[config.mk]
export PLATFORM = sky130hd
export DESIGN_NAME = host_bus_autodetect
export DESIGN_NICKNAME = d
export VERILOG_FILES = /design/src/rtl/hbd_pkg.sv /design/src/rtl/hbd_rst_sync.sv /design/src/rtl/hbd_sync.sv /design/src/rtl/hbd_mode_detect.sv /design/src/rtl/hbd_decode.sv /design/src/rtl/hbd_addr_latch.sv /design/src/rtl/host_bus_autodetect.sv
export SDC_FILE = /design/constraint.sdc
export NUM_CORES = 1
export LEC_CHECK = 0
export ABC_AREA = 1
export BUFFER_PORTS_ARGS = -buffer_cell sky130_fd_sc_hd__buf_2
export CAP_MARGIN = 0
export CORE_AREA = 2 2 95 97
export CTS_CLUSTER_DIAMETER = 30
export DETAILED_ROUTE_END_ITERATION = 10
export DIE_AREA = 0 0 97 99
export PLACE_DENSITY_LB_ADDON = 0.12
export SYNTH_ARGS = -nofsm -noshare
export SYNTH_HDL_FRONTEND = slang
export SYNTH_SLANG_ARGS = --single-unit
[constraint.sdc]
create_clock -name clk -period 1.94 [get_ports clk]
set_clock_uncertainty 0.15 [all_clocks]
set_input_delay 0.291 -clock clk [delete_from_list [all_inputs] [get_ports clk]]
set_output_delay 0.291 -clock clk [all_outputs]
set_load 0.02 [all_outputs]
[src/rtl/hbd_pkg.sv]
package hbd_pkg;
  typedef enum logic {
    CTL_SPLIT  = 1'b0,
    CTL_DIRSTB = 1'b1
  } ctl_style_e;

  typedef enum logic {
    BUS_MUX   = 1'b0,
    BUS_SPLIT = 1'b1
  } bus_style_e;

  typedef struct packed {
    logic cs_n;
    logic a_n;
    logic b_n;
    logic ale;
  } ctl_pins_t;
endpackage

[src/rtl/hbd_rst_sync.sv]
module hbd_rst_sync #(
  parameter int STAGES = 2
) (
  input  logic clk,
  input  logic rst_n,
  output logic rst_n_sync
);
  logic [STAGES-1:0] chain_q;
  logic [STAGES-1:0] chain_d;

  always_comb begin
    chain_d = {chain_q[STAGES-2:0], 1'b1};
  end

  always_ff @(posedge clk or negedge rst_n) begin
    if (!rst_n) chain_q <= '0;
    else        chain_q <= chain_d;
  end

  assign rst_n_sync = chain_q[STAGES-1];
endmodule

[src/rtl/hbd_sync.sv]
module hbd_sync #(
  parameter int              WIDTH   = 8,
  parameter int              STAGES  = 2,
  parameter logic [WIDTH-1:0] RST_VAL = '0
) (
  input  logic             clk,
  input  logic             rst_n,
  input  logic [WIDTH-1:0] d,
  output logic [WIDTH-1:0] q
);
  logic [WIDTH-1:0] stg_q [STAGES];

  for (genvar s = 0; s < STAGES; s++) begin : g_stage
    logic [WIDTH-1:0] stg_d;
    if (s == 0) begin : g_first
      assign stg_d = d;
    end else begin : g_next
      assign stg_d = stg_q[s-1];
    end
    always_ff @(posedge clk or negedge rst_n) begin
      if (!rst_n) stg_q[s] <= RST_VAL;
      else        stg_q[s] <= stg_d;
    end
  end

  assign q = stg_q[STAGES-1];
endmodule

[src/rtl/hbd_mode_detect.sv]
module hbd_mode_detect
  import hbd_pkg::*;
(
  input  logic       clk,
  input  logic       rst_n,
  input  ctl_pins_t  pins,
  input  logic       a0,
  output ctl_style_e ctl_style,
  output bus_style_e bus_style,
  output logic       locked
);
  logic       a_prev_q;
  ctl_style_e ctl_q, ctl_d;
  bus_style_e bus_q, bus_d;
  logic       lock_q, lock_d;
  logic       upd_en;
  logic       a_fall, acc_lvl, rd_sel;

  assign a_fall  = a_prev_q & ~pins.a_n;
  assign acc_lvl = ~pins.a_n | ~pins.b_n;
  assign rd_sel  = ~pins.cs_n & ~pins.a_n & pins.b_n;
  assign upd_en  = ~lock_q;

  always_comb begin
    ctl_d  = ctl_q;
    bus_d  = bus_q;
    lock_d = lock_q;
    if (upd_en) begin
      if (a_fall && !pins.b_n) ctl_d = CTL_DIRSTB;
      if (acc_lvl && a0)       bus_d = BUS_SPLIT;
      if (rd_sel)              lock_d = 1'b1;
    end
  end

  always_ff @(posedge clk or negedge rst_n) begin
    if (!rst_n) begin
      a_prev_q <= 1'b1;
      ctl_q    <= CTL_SPLIT;
      bus_q    <= BUS_MUX;
      lock_q   <= 1'b0;
    end else begin
      a_prev_q <= pins.a_n;
      if (upd_en) begin
        ctl_q  <= ctl_d;
        bus_q  <= bus_d;
        lock_q <= lock_d;
      end
    end
  end

  assign ctl_style = ctl_q;
  assign bus_style = bus_q;
  assign locked    = lock_q;

  p_dirstb_detect_r2: assert property (@(posedge clk) disable iff (!rst_n)
    (!lock_q && a_fall && !pins.b_n) |=> (ctl_q == CTL_DIRSTB));

  p_split_detect_r3: assert property (@(posedge clk) disable iff (!rst_n)
    (!lock_q && acc_lvl && a0) |=> (bus_q == BUS_SPLIT));

  p_lock_on_read_r4: assert property (@(posedge clk) disable iff (!rst_n)
    rd_sel |=> lock_q);

  p_frozen_r5: assert property (@(posedge clk) disable iff (!rst_n)
    lock_q |=> ($stable(ctl_q) && $stable(bus_q)));

  p_lock_sticky_r10: assert property (@(posedge clk) disable iff (!rst_n)
    lock_q |=> lock_q);
endmodule

[src/rtl/hbd_decode.sv]
module hbd_decode
  import hbd_pkg::*;
(
  input  logic       clk,
  input  logic       rst_n,
  input  ctl_pins_t  pins,
  input  ctl_style_e ctl_style,
  output logic       rd_stb,
  output logic       wr_stb
);
  logic rd_d, wr_d, rd_q, wr_q;

  always_comb begin
    rd_d = ~pins.cs_n & ~pins.a_n & pins.b_n;
    if (ctl_style == CTL_DIRSTB) wr_d = ~pins.cs_n & ~pins.a_n & ~pins.b_n;
    else                         wr_d = ~pins.cs_n &  pins.a_n & ~pins.b_n;
  end

  always_ff @(posedge clk or negedge rst_n) begin
    if (!rst_n) begin
      rd_q <= 1'b0;
      wr_q <= 1'b0;
    end else begin
      rd_q <= rd_d;
      wr_q <= wr_d;
    end
  end

  assign rd_stb = rd_q;
  assign wr_stb = wr_q;

  p_rd_wr_excl_r11: assert property (@(posedge clk) disable iff (!rst_n)
    !(rd_q && wr_q));

  p_no_cs_no_strobe_r7: assert property (@(posedge clk) disable iff (!rst_n)
    pins.cs_n |=> (!rd_q && !wr_q));
endmodule

[src/rtl/hbd_addr_latch.sv]
module hbd_addr_latch
  import hbd_pkg::*;
#(
  parameter int BUS_W = 8
) (
  input  logic             clk,
  input  logic             rst_n,
  input  ctl_pins_t        pins,
  input  bus_style_e       bus_style,
  input  logic [BUS_W-1:0] addr_pin,
  input  logic [BUS_W-1:0] data_pin,
  output logic [BUS_W-1:0] addr_out,
  output logic             addr_vld
);
  logic             ale_prev_q;
  logic [BUS_W-1:0] lat_q, lat_d;
  logic             flag_q, flag_d;
  logic [BUS_W-1:0] out_q, out_d;
  logic             vld_q, vld_d;
  logic             ale_fall, ale_rise, mux_en;

  assign ale_fall = ale_prev_q & ~pins.ale;
  assign ale_rise = ~ale_prev_q & pins.ale;
  assign mux_en   = (bus_style == BUS_MUX);

  always_comb begin
    lat_d  = lat_q;
    flag_d = flag_q;
    if (mux_en && ale_fall) begin
      lat_d  = data_pin;
      flag_d = 1'b1;
    end else if (ale_rise) begin
      flag_d = 1'b0;
    end
    if (mux_en) begin
      out_d = lat_d;
      vld_d = ~pins.cs_n & flag_d;
    end else begin
      out_d = addr_pin;
      vld_d = ~pins.cs_n;
    end
  end

  always_ff @(posedge clk or negedge rst_n) begin
    if (!rst_n) begin
      ale_prev_q <= 1'b0;
      lat_q      <= '0;
      flag_q     <= 1'b0;
      out_q      <= '0;
      vld_q      <= 1'b0;
    end else begin
      ale_prev_q <= pins.ale;
      lat_q      <= lat_d;
      flag_q     <= flag_d;
      out_q      <= out_d;
      vld_q      <= vld_d;
    end
  end

  assign addr_out = out_q;
  assign addr_vld = vld_q;

  p_mux_capture_r8: assert property (@(posedge clk) disable iff (!rst_n)
    (mux_en && ale_fall && !pins.cs_n) |=> (vld_q && out_q == $past(data_pin)));

  p_split_valid_r9: assert property (@(posedge clk) disable iff (!rst_n)
    (!mux_en && !pins.cs_n) |=> (vld_q && out_q == $past(addr_pin)));
endmodule

[src/rtl/host_bus_autodetect.sv]
module host_bus_autodetect
  import hbd_pkg::*;
#(
  parameter int BUS_W       = 8,
  parameter int SYNC_STAGES = 2
) (
  input  logic             clk,
  input  logic             rst_n,
  input  logic             cs_n,
  input  logic             ctl_a_n,
  input  logic             ctl_b_n,
  input  logic             ale,
  input  logic [BUS_W-1:0] addr_pin,
  input  logic [BUS_W-1:0] data_pin,
  output logic             rd_stb,
  output logic             wr_stb,
  output logic             addr_vld,
  output logic [BUS_W-1:0] addr_out,
  output logic             ctl_dirstb,
  output logic             bus_split,
  output logic             modes_locked
);
  localparam int CTL_W = $bits(ctl_pins_t);
  localparam int SW    = CTL_W + 2 * BUS_W;
  localparam logic [SW-1:0] SYNC_RST = {4'b1110, {(2 * BUS_W){1'b0}}};

  logic             rst_n_i;
  logic [SW-1:0]    raw_vec, syn_vec;
  ctl_pins_t        pins_s;
  logic [BUS_W-1:0] addr_s, data_s;
  ctl_style_e       ctl_style;
  bus_style_e       bus_style;

  hbd_rst_sync #(.STAGES(2)) u_rst (
    .clk        (clk),
    .rst_n      (rst_n),
    .rst_n_sync (rst_n_i)
  );

  assign raw_vec = {cs_n, ctl_a_n, ctl_b_n, ale, addr_pin, data_pin};

  hbd_sync #(.WIDTH(SW), .STAGES(SYNC_STAGES), .RST_VAL(SYNC_RST)) u_sync (
    .clk   (clk),
    .rst_n (rst_n_i),
    .d     (raw_vec),
    .q     (syn_vec)
  );

  assign pins_s = ctl_pins_t'(syn_vec[SW-1 -: CTL_W]);
  assign addr_s = syn_vec[2*BUS_W-1 -: BUS_W];
  assign data_s = syn_vec[BUS_W-1:0];

  hbd_mode_detect u_mode (
    .clk       (clk),
    .rst_n     (rst_n_i),
    .pins      (pins_s),
    .a0        (addr_s[0]),
    .ctl_style (ctl_style),
    .bus_style (bus_style),
    .locked    (modes_locked)
  );

  hbd_decode u_dec (
    .clk       (clk),
    .rst_n     (rst_n_i),
    .pins      (pins_s),
    .ctl_style (ctl_style),
    .rd_stb    (rd_stb),
    .wr_stb    (wr_stb)
  );

  hbd_addr_latch #(.BUS_W(BUS_W)) u_addr (
    .clk       (clk),
    .rst_n     (rst_n_i),
    .pins      (pins_s),
    .bus_style (bus_style),
    .addr_pin  (addr_s),
    .data_pin  (data_s),
    .addr_out  (addr_out),
    .addr_vld  (addr_vld)
  );

  assign ctl_dirstb = (ctl_style == CTL_DIRSTB);
  assign bus_split  = (bus_style == BUS_SPLIT);
endmodule

=== Yosys cells after proc, flatten, opt, wreduce, memory -nomap -nowiden ===
Index checks and enable logic that the tools add are counted.

* Register bits after elaboration: 67
* Input bits: 22

* Muxes and demuxes: 8
* Bitwise logic cells: 17
* Reductions and logical operators: 6

{| class="wikitable"
|+ Operator list
! operator !! number
|-
| 8-bit 2-to-1 mux || 2
|-
| 1-bit bitwise AND || 9
|-
| 1-bit inverter || 7
|-
| 1-bit 2-to-1 mux || 6
|-
| 2-bit AND reduction || 2
|-
| 1-bit logical AND || 3
|-
| 1-bit logical NOT || 1
|-
| 1-bit bitwise OR || 1
|}

=== Longest topological paths before layout ===
Gate-level depths: netlist of the first run.

* Word-level depth: 6
* Depth in mapped cells: 7

=== Cells and area by module ===
From an unflattened synthesis of the first run, not the netlist that was laid out.

* Cell total of the unflattened synthesis: 165
* Area, all modules: 2137.0 µm²

{| class="wikitable"
|+ By module, submodules not included
! module !! instances !! cells each !! area an instance (µm²) !! sequential area each (µm²)
|-
| hbd_sync || 1 || 40 || 1008.5 || 1008.5
|-
| hbd_addr_latch || 1 || 96 || 838.3 || 475.5
|-
| hbd_mode_detect || 1 || 18 || 157.7 || 101.3
|-
| hbd_decode || 1 || 8 || 78.8 || 50.0
|-
| hbd_rst_sync || 1 || 3 || 53.8 || 50.0
|}

=== Worst setup path after synthesis of the first run ===
No wires, ideal clock.

* Path kind: flip-flop to flip-flop
* Start point: register u_mode.bus_q (netlist: u_mode.bus_style)
* End point: register u_addr.lat_q[0]
* Library setup time: 0.119 ns
* Data arrival time: 1.015 ns
* Data required time: 1.671 ns
* Path slack: 0.656 ns
* Stages on the path, launching flop included: 5
* Buffers on the path: 1
* Clock period less this slack: 1.284 ns
* Cell sequence: dfrtp_1 -> buf_6 -> nor2_8 -> nand3_1 -> and2_1

* Cells in the longest elaborated chain, start to end: 3

{| class="wikitable"
|+ RTL lines
! what !! line !! text
|-
| from (decl) || hbd_mode_detect.sv:14 || <nowiki>bus_style_e bus_q, bus_d;</nowiki>
|-
| from (signal assigned) || hbd_mode_detect.sv:45 || <nowiki>bus_q <= bus_d;</nowiki>
|-
| 1-bit inverter || hbd_addr_latch.sv:24 || <nowiki>assign mux_en = (bus_style == BUS_MUX);</nowiki>
|-
| 1-bit logical AND || hbd_addr_latch.sv:29 || <nowiki>if (mux_en && ale_fall) begin</nowiki>
|-
| 8-bit 2-to-1 mux || hbd_addr_latch.sv:29 ||
|-
| named net u_addr.lat_d[0] || hbd_addr_latch.sv:16 || <nowiki>logic [BUS_W-1:0] lat_q, lat_d;</nowiki>
|-
| to (signal assigned) || hbd_addr_latch.sv:53 || <nowiki>lat_q <= lat_d;</nowiki>
|-
| to (decl) || hbd_addr_latch.sv:16 ||
|}

The timed path passes the listed nets, and every way through them passes these cells.
A chain may end at the register's enable or synchronous reset.

=== Worst setup path after layout of the first run ===
* Start point: register u_mode.bus_q (netlist: u_mode.bus_style)
* End point: output bus_split

{| class="wikitable"
|+ RTL lines
! what !! line !! text
|-
| to (decl) || host_bus_autodetect.sv:20 || <nowiki>output logic bus_split,</nowiki>
|}

No word-level cell between the ends.

==> flow_summary.json, run 1 <==
{
  "nFillCells": 851,
  "ctsResizeCount": 0,
  "crit_buf_inv": 1,
  "cts_tree": "built",
  "drtAntennaViolNets": 0,
  "synth_common_cells": "dfrtp_1 (60), nand2_1 (30), inv_1 (23), nand3_1 (19), and2_1 (8)",
  "setup-tns-final_ps": 0,
  "async_flop_share_pct": 100,
  "max_stage_delay_ps": 710,
  "dp.cells": 302,
  "cts_buffers": 9,
  "cts_sinks": 67,
  "dr.pass1.iters": 4,
  "drc_errors": 0,
  "layout-drive-gt1-share_pct": 27.7,
  "finalHoldViolations": 0,
  "rsz0062_at_grt": "false",
  "power_density_nw_per_um2": 1120,
  "clock.fmax_mhz": 562,
  "cpMaxStageDelayCell": "dfrtp_1",
  "max_slew_margin_pct": 61.6,
  "grt_pass1_vias": 1290,
  "syn_inst": 159,
  "fin_area_sq_um": 2870,
  "status": "finished, final reports clean",
  "crit_path_end_kind": "output port",
  "hp-class": "flip-flop to async pin",
  "vdd_drop_max_mv": 0.351,
  "ys.flop_type": "dfrtp_1",
  "critPathLaunchType": "flip-flop",
  "fin_crit_sh_pct": 91.7,
  "worstSetupPathType": "flip-flop to output port",
  "final_nets": 248,
  "maxCapViolCount": 0,
  "initial_utilization_pct": 24.7,
  "multi_input_area_sq_um": 322,
  "routedWlPerCell_um": 10.4,
  "drt_wl_total_um": 3520,
  "design.core.area_sq_um": 8550,
  "overflow": 0,
  "syn-cell-area_sq_um": 2110,
  "regToRegSetupSlack_ps": 420,
  "rows": 34,
  "dp_hpwl_um": 2220,
  "vias": 1235,
  "critical-path-top-delay-family": "flip-flops",
  "grt_max_degree": 45,
  "synthesis.nets": 181,
  "avgSynthCellArea_sq_um": 13.3,
  "placed_area_sq_um": 2440,
  "area_delta_synth_final_pct": 35.9,
  "tightest_slew_ps": 575,
  "min_period_ps": 1780,
  "yosysTopAreaCellShare_pct": 71.0,
  "cts_root_buf": "clkbuf_8",
  "die_x_um": 97,
  "pin_count": 36,
  "final-seq-area_sq_um": 1690,
  "grt_pass1_wl_um": 6220,
  "place.gp.congestion": 0.679,
  "port_buffers": 35,
  "synth.distinct_cells": 15,
  "crit_chain": "buf_2",
  "synth-edff-count": 0,
  "p_leak_nw": 1.43,
  "antenna_found_initial": 0,
  "clock_path_buffers": 2,
  "n_antenna_cell": 0,
  "total_power_mw": 3.22,
  "die-area_sq_um": 9600,
  "vias_per_cell": 3.64,
  "clkTransAtPathRegs_ps": 80,
  "clk_latency_ps": 340,
  "synthTopCellsByArea": "dfrtp_1 (71%), dfstp_2 (8.7%), nand2_1 (5.3%)",
  "yosys_warnings": 0,
  "track_usage_pct": 8.62,
  "setup_viol": 0,
  "synth-seq-cells": 67,
  "layout.cells.non_filler": 339,
  "htreeDepth": 3,
  "slew_violations": 0,
  "die_y_um": 99,
  "drtIter0Drc": 75,
  "yosys.area.top_type": "dfrtp_1",
  "yosysMostFrequentCell": "dfrtp_1",
  "cp.arrival_ps": 1340,
  "cp.required_ps": 1500,
  "ys_seq_area_share_pct": 79.7,
  "critical_path.max_fanout": 11
}
[where the power goes]
group          switching [mW]  internal (mW)
sequential             0.0546           1.56
clock                   0.516          0.758
combinational           0.182          0.153
[registers in the layout (all words and copies together), names as in the netlist, 2 cells and up]
| name | count |
|---|---|
| u_sync.g_stage.stg_d | 20 |
| u_sync.q | 20 |
| u_addr.addr_out | 8 |
| u_addr.lat_q | 8 |
| u_rst.chain_q | 2 |
[layout by cell type (no fill, tap or decap)]
cell | synthesis | routed
a21oi_1 | 1 | 1
nor2_8 | 1 | 1
buf_2 | 1 | 35
and2_1 | 8 | 8
dlygate4sd3_1 | 0 | 21
clkinv_4 | 0 | 1
buf_4 | 0 | 1
buf_12 | 0 | 1
nand2_1 | 30 | 30
clkinv_2 | 1 | 2
nand2_4 | 1 | 1
o21ai_0 | 4 | 4
clkinvlp_4 | 0 | 2
nor2_1 | 1 | 1
dfrtp_2 | 0 | 1
dfstp_2 | 7 | 7
inv_1 | 23 | 23
dfrtp_1 | 60 | 59
conb_1 | 1 | 1
nand3_1 | 19 | 19
bufinv_16 | 0 | 2
clkbuf_8 | 0 | 10
[metal layers]
| metal | share of wire [%] | global-route usage [%] | vias to the layer above |
|---|---|---|---|
| met5 | 0 | 0 | - |
| met4 | 3.0 | 5.53 | 0 |
| met3 | 4.5 | 3.48 | 9 |
| met2 | 48 | 12.1 | 23 |
| met1 | 45 | 11.0 | 588 |
| li1 | - | - | 615 |
[path summary, 6_finish.rpt]
kind,startpoint,end,cells past startpoint
worst max-delay path,u_mode.bus_style$_DFFE_PN0P_,bus_split,1
worst min-delay path,u_rst.chain_q[1]$_DFF_PN0_,u_sync.g_stage[1].stg_d[8]$_DFF_PN0_,1
worst max register to register,u_mode.bus_style$_DFFE_PN0P_,u_addr.addr_out[3]$_DFF_PN0_,3
worst min register to register,u_rst.chain_q[1]$_DFF_PN0_,u_sync.g_stage[1].stg_d[8]$_DFF_PN0_,1
max in group asynchronous,u_rst.chain_q[1]$_DFF_PN0_,u_sync.g_stage[1].stg_d[17]$_DFF_PN1_,1
min in group clk,u_sync.g_stage[1].stg_d[17]$_DFF_PN1_,u_sync.q[17]$_DFF_PN1_,0
[per-stage QoR]
stage / hold slack (ps) / worst slack [ps] / util, %
floorplan: -155 / 650 / -
global placement: -71.4 / 435 / 28.5
detailed placement: -70.4 / 408 / 28.5
CTS: 91.8 / 122 / 33.6
global route: 114 / 83.4 / 33.6
finish: 96.7 / 161 / 33.6
[logic make-up (layout without fill, tap and decap cells)]
logic type | after synthesis | in the layout | share of synthesized area, %
compound gates | 5 | 5 | 1.18
other cells | 1 | 1 | 0.177
flops | 67 | 67 | 79.7
buf+inv | 26 | 98 | 5.09
simple gates | 60 | 60 | 13.8
[area by class of cell]
| cell class | instances | area share, % |
|---|---|---|
| Tap cell | 108 | 4.70 |
| Clock inverter | 6 | 3.09 |
| Timing Repair Buffer | 58 | 14.4 |
| Multi-Input combinational cell | 66 | 11.2 |
| Clock buffer | 10 | 4.79 |
| Sequential cell | 67 | 58.7 |
| Inverter | 24 | 3.18 |
[what timing repair did]
item                                   CTS  global route
setup buffers                            0             0
endpoints found under the hold margin   22             0
hold buffers                            21             0
Power figures use the tool's default switching activity.
==> run 2: changes to the inputs <==
--- a/config.mk
+++ b/config.mk
@@ -12,6 +12,7 @@
 export CTS_CLUSTER_DIAMETER = 30
 export DETAILED_ROUTE_END_ITERATION = 10
 export DIE_AREA = 0 0 97 99
+export GPL_TIMING_DRIVEN = 0
 export PLACE_DENSITY_LB_ADDON = 0.12
 export SYNTH_ARGS = -nofsm -noshare
 export SYNTH_HDL_FRONTEND = slang
==> flow_summary.json, run 2 (synthesis gave the netlist of run 1 again) <==
{
  "status": "finished, final reports clean",
  "rows": 34,
  "die_y_um": 99,
  "drt_wl_total_um": 3450,
  "regToRegSetupSlack_ps": 610,
  "finalHoldViolations": 0,
  "max_stage_delay_ps": 410,
  "overflow": 0,
  "area_delta_synth_final_pct": 34.9,
  "layout-drive-gt1-share_pct": 27.7,
  "total_power_mw": 3.14,
  "routedWlPerCell_um": 10.2,
  "cts_tree": "built",
  "fin_crit_sh_pct": 69.5,
  "maxCapViolCount": 0,
  "htreeDepth": 3,
  "vdd_drop_max_mv": 0.331,
  "grt_pass1_wl_um": 5930,
  "worstSetupPathType": "flip-flop to output port",
  "drtAntennaViolNets": 0,
  "cts_buffers": 9,
  "place.gp.congestion": 0.652,
  "grt_max_degree": 66,
  "cpMaxStageDelayCell": "dfrtp_1",
  "crit_buf_inv": 1,
  "final_util_pct": 33.3,
  "max_slew_margin_pct": 45.7,
  "timing.rr.start": "u_mode.bus_style$_DFFE_PN0P_",
  "cp.required_ps": 1500,
  "clk_latency_ps": 330,
  "clkTransAtPathRegs_ps": 70,
  "dr.pass1.iters": 2,
  "cp.arrival_ps": 910,
  "p_leak_nw": 1.43,
  "port_buffers": 35,
  "initial_utilization_pct": 24.7,
  "final_nets": 248,
  "r2r-end": "u_addr.addr_out[3]$_DFF_PN0_",
  "pin_count": 36,
  "drtIter0Drc": 47,
  "drc_errors": 0,
  "critPathLaunchType": "flip-flop",
  "holdWs_ps": 120,
  "postCtsSetupBuffers": 0,
  "setup-tns-final_ps": 0,
  "slew_violations": 0,
  "setup_viol": 0,
  "vias_per_cell": 3.59,
  "track_usage_pct": 8.34,
  "clock_path_buffers": 2,
  "power_density_nw_per_um2": 1100,
  "clock.fmax_mhz": 742,
  "setup_slack_ps": 592,
  "die-area_sq_um": 9600,
  "die_x_um": 97,
  "vias": 1216,
  "critical-path-top-delay-family": "flip-flops",
  "dp_hpwl_um": 2010,
  "place_ws_ps": 604,
  "cts_sinks": 67,
  "antenna_found_initial": 0,
  "min_period_ps": 1350,
  "grt_pass1_vias": 1265,
  "crit_chain": "buf_2",
  "ff2ff_path_depth": 6,
  "critical_path.max_fanout": 4,
  "final_common_cell": "dfrtp_1",
  "layout_common_cells": "dfrtp_1 (59), buf_2 (36), nand2_1 (30)",
  "rsz0062_at_grt": "false",
  "design.core.area_sq_um": 8550,
  "hp-class": "input port to async pin",
  "crit_path_end_kind": "output port",
  "cts_root_buf": "clkbuf_8",
  "n_antenna_cell": 0,
  "tightest_slew_ps": 814
}
-- run 2: what timing repair did --
action	in CTS	in global routing
gates resized for setup	0	0
hold endpoints to repair	22	0
hold buffers	21	0
-- run 2: worst max path at each step --
stage	startpoint	to	slack, ps	cells after the start
6_report	u_mode.locked$_DFF_PN0_	modes_locked	590	1
3_3_place_gp	u_rst.chain_q[1]$_DFF_PN0_	u_sync.g_stage[1].stg_d[15]$_DFF_PN0_	200	0
3_5_place_dp	u_mode.bus_style$_DFFE_PN0P_	u_addr.addr_out[7]$_DFF_PN0_	600	6
4_1_cts	u_mode.locked$_DFF_PN0_	modes_locked	560	1
5_1_grt	u_mode.bus_style$_DFFE_PN0P_	u_addr.addr_out[3]$_DFF_PN0_	500	6
2_1_floorplan	u_rst.chain_q[1]$_DFF_PN0_	u_addr.addr_out[0]$_DFF_PN0_	650	0
-- run 2: per-layer routing --
metal | global-route usage [%] | share of wire (%)
met5 | 0 | 0
met4 | 5.20 | 2.4
met3 | 3.97 | 5.1
met2 | 12.4 | 48
met1 | 9.71 | 44
-- run 2: final cells by class --
class	instances	area [sq um]
buffer	2	16.3
clock buffer	12	165
clock inverter	4	47.5
fill	857	5700
inverter	24	91.3
multi-input combinational	66	322
sequential	67	1690
tap	108	135
timing repair buffer	56	385
-- run 2: power breakdown --
group	internal [mW]	switching, mW
sequential	1.56	0.0663
clock	0.694	0.508
combinational	0.151	0.166
-- run 2: through the flow --
step	cell area [sq um]	std cells
finish	2850	339
global route	2850	339
CTS	2850	339
detailed placement	2430	302
global placement	2430	302
floorplan	2120	159
==> run 3: changes to the inputs <==
==> constraint.sdc (replaced) <==
create_clock -name clk -period 1.4 [get_ports clk]
set_clock_uncertainty 0.15 [all_clocks]
set_input_delay 0.21 -clock clk [delete_from_list [all_inputs] [get_ports clk]]
set_output_delay 0.21 -clock clk [all_outputs]
set_load 0.02 [all_outputs]
==> flow_summary.json, run 3 (synthesis gave the netlist of run 1 again) <==
{
  "status": "finished, final reports clean",
  "pin_count": 36,
  "placed_area_sq_um": 2430,
  "place_ws_ps": 64.0,
  "cts_tree": "built",
  "grt_pass1_wl_um": 5930,
  "initial_utilization_pct": 24.7,
  "grt_pass1_vias": 1265,
  "critical_path.max_fanout": 11,
  "place.gp.congestion": 0.652,
  "setup-tns-final_ps": 0,
  "finalHoldViolations": 0,
  "cts_sinks": 67,
  "clock_path_buffers": 2,
  "setup_viol": 0,
  "drt_wl_total_um": 3520,
  "max_slew_margin_pct": 45.8,
  "die_y_um": 99,
  "htreeDepth": 3,
  "p_leak_nw": 1.43,
  "track_usage_pct": 8.34,
  "grt_max_degree": 66,
  "critPathLaunchType": "flip-flop",
  "die-area_sq_um": 9600,
  "drtAntennaViolNets": 0,
  "ff2ff_path_depth": 6,
  "rsz0062_at_grt": "false",
  "die_x_um": 97,
  "port_buffers": 35,
  "min_period_ps": 1270,
  "critical-path-top-delay-family": "simple AND/OR/NAND/NOR gates",
  "vias": 1221,
  "area_delta_synth_final_pct": 35.4,
  "cp_common_cell": "nand2_1",
  "vias_per_cell": 3.59,
  "layout_common_cells": "dfrtp_1 (59), buf_2 (36), nand2_1 (30)",
  "dp_hpwl_um": 2010,
  "drt-met1-wl_um": 1600,
  "power_density_nw_per_um2": 1520,
  "maxCapViolCount": 0,
  "max_stage_delay_ps": 380,
  "crit_chain": "buf_6 -> nor2_8 -> nand2_4 -> nand2_1 -> nand3_1 -> nand2_1",
  "slew_violations": 0,
  "cp-startpoint": "u_mode.bus_style$_DFFE_PN0P_",
  "cp.required_ps": 1530,
  "crit_path_end_kind": "flip-flop",
  "r2r-end": "u_addr.addr_out[7]$_DFF_PN0_",
  "cp.arrival_ps": 1400,
  "overflow": 0,
  "final_nets": 249,
  "final_common_cell": "dfrtp_1",
  "antenna_found_initial": 0,
  "timing.rr.start": "u_mode.bus_style$_DFFE_PN0P_",
  "top_layer": "met4",
  "clkTransAtPathRegs_ps": 70,
  "tightest_slew_ps": 814,
  "worstSetupPathType": "flip-flop to flip-flop",
  "clock.fmax_mhz": 786,
  "rows": 34,
  "final_util_pct": 33.5,
  "ctsResizeCount": 0,
  "dr.pass1.iters": 4,
  "cts_buffers": 9,
  "n_antenna_cell": 0,
  "drc_errors": 0,
  "setup_slack_ps": 127,
  "cpMaxStageDelayCell": "dfrtp_1",
  "regToRegSetupSlack_ps": 130,
  "met3WireLength_um": 177,
  "fin_area_sq_um": 2860,
  "routedWlPerCell_um": 10.4,
  "drtIter0Drc": 44,
  "fin_crit_sh_pct": 90.9,
  "cp.depth": 6,
  "layout-drive-gt1-share_pct": 28.0,
  "cts_root_buf": "clkbuf_8",
  "hp-class": "input port to async pin",
  "clk_latency_ps": 330,
  "crit_buf_inv": 1,
  "vdd_drop_max_mv": 0.455,
  "design.core.area_sq_um": 8550,
  "wl_met2_um": 1670
}
run 3: changes by cell type in the layout (fill, tap and decap cells not counted):
cell | previous run | this run
nor2_4 | 0 | 1
run 3: worst max path at each step:
stage and end:
2_1_floorplan u_addr.addr_out[0]$_DFF_PN0_, 3_3_place_gp u_sync.g_stage[1].stg_d[15]$_DFF_PN0_, 3_5_place_dp u_addr.addr_out[7]$_DFF_PN0_, 4_1_cts u_addr.addr_out[7]$_DFF_PN0_, 5_1_grt u_addr.addr_out[3]$_DFF_PN0_, 6_report u_addr.addr_out[7]$_DFF_PN0_
run 3: power by group:
group	total (mW)	internal (mW)	leakage [nW]	switching, mW
combinational	0.443	0.209	0.552	0.233
clock	1.66	0.962	0.108	0.699
sequential	2.25	2.16	0.772	0.0930
run 3: worst register-to-register path: stages (launching register included):
cell,delay (ps)
dfrtp_1,380
buf_6,170
nor2_8,150
nand2_4,120
nand2_1,100
nand3_1,80
nand2_1,70
run 3: area by class of cell:
type	instances	area [sq um]
repair buffers	56	385
multi-input cells	67	333
fillers	857	5690
clock inverters	4	47.5
well taps	108	135
inverters	24	91.3
clock buffers	12	165
flip-flops and latches	67	1690
plain buffers	2	16.3
run 3: per-stage QoR:
stage               power [mW]  instances  hold WS (ps)
floorplan                 2.56        159          -236
global placement          2.69        302          -154
detailed placement        2.69        302          -153
CTS                       4.43        339          19.3
global route              4.60        340          31.5
finish                    4.35        340          39.0
run 3: metal layers:
layer	up-vias	GRT usage, %
li1	622	-
met1	568	9.71
met2	24	12.4
met3	7	3.97
met4	0	5.20
met5	-	0
run 3: what timing repair did:
action,CTS,global route
hold buffers,21,0
endpoints found under the setup margin,0,10
buffers inserted,0,0
hold endpoints to repair,22,0
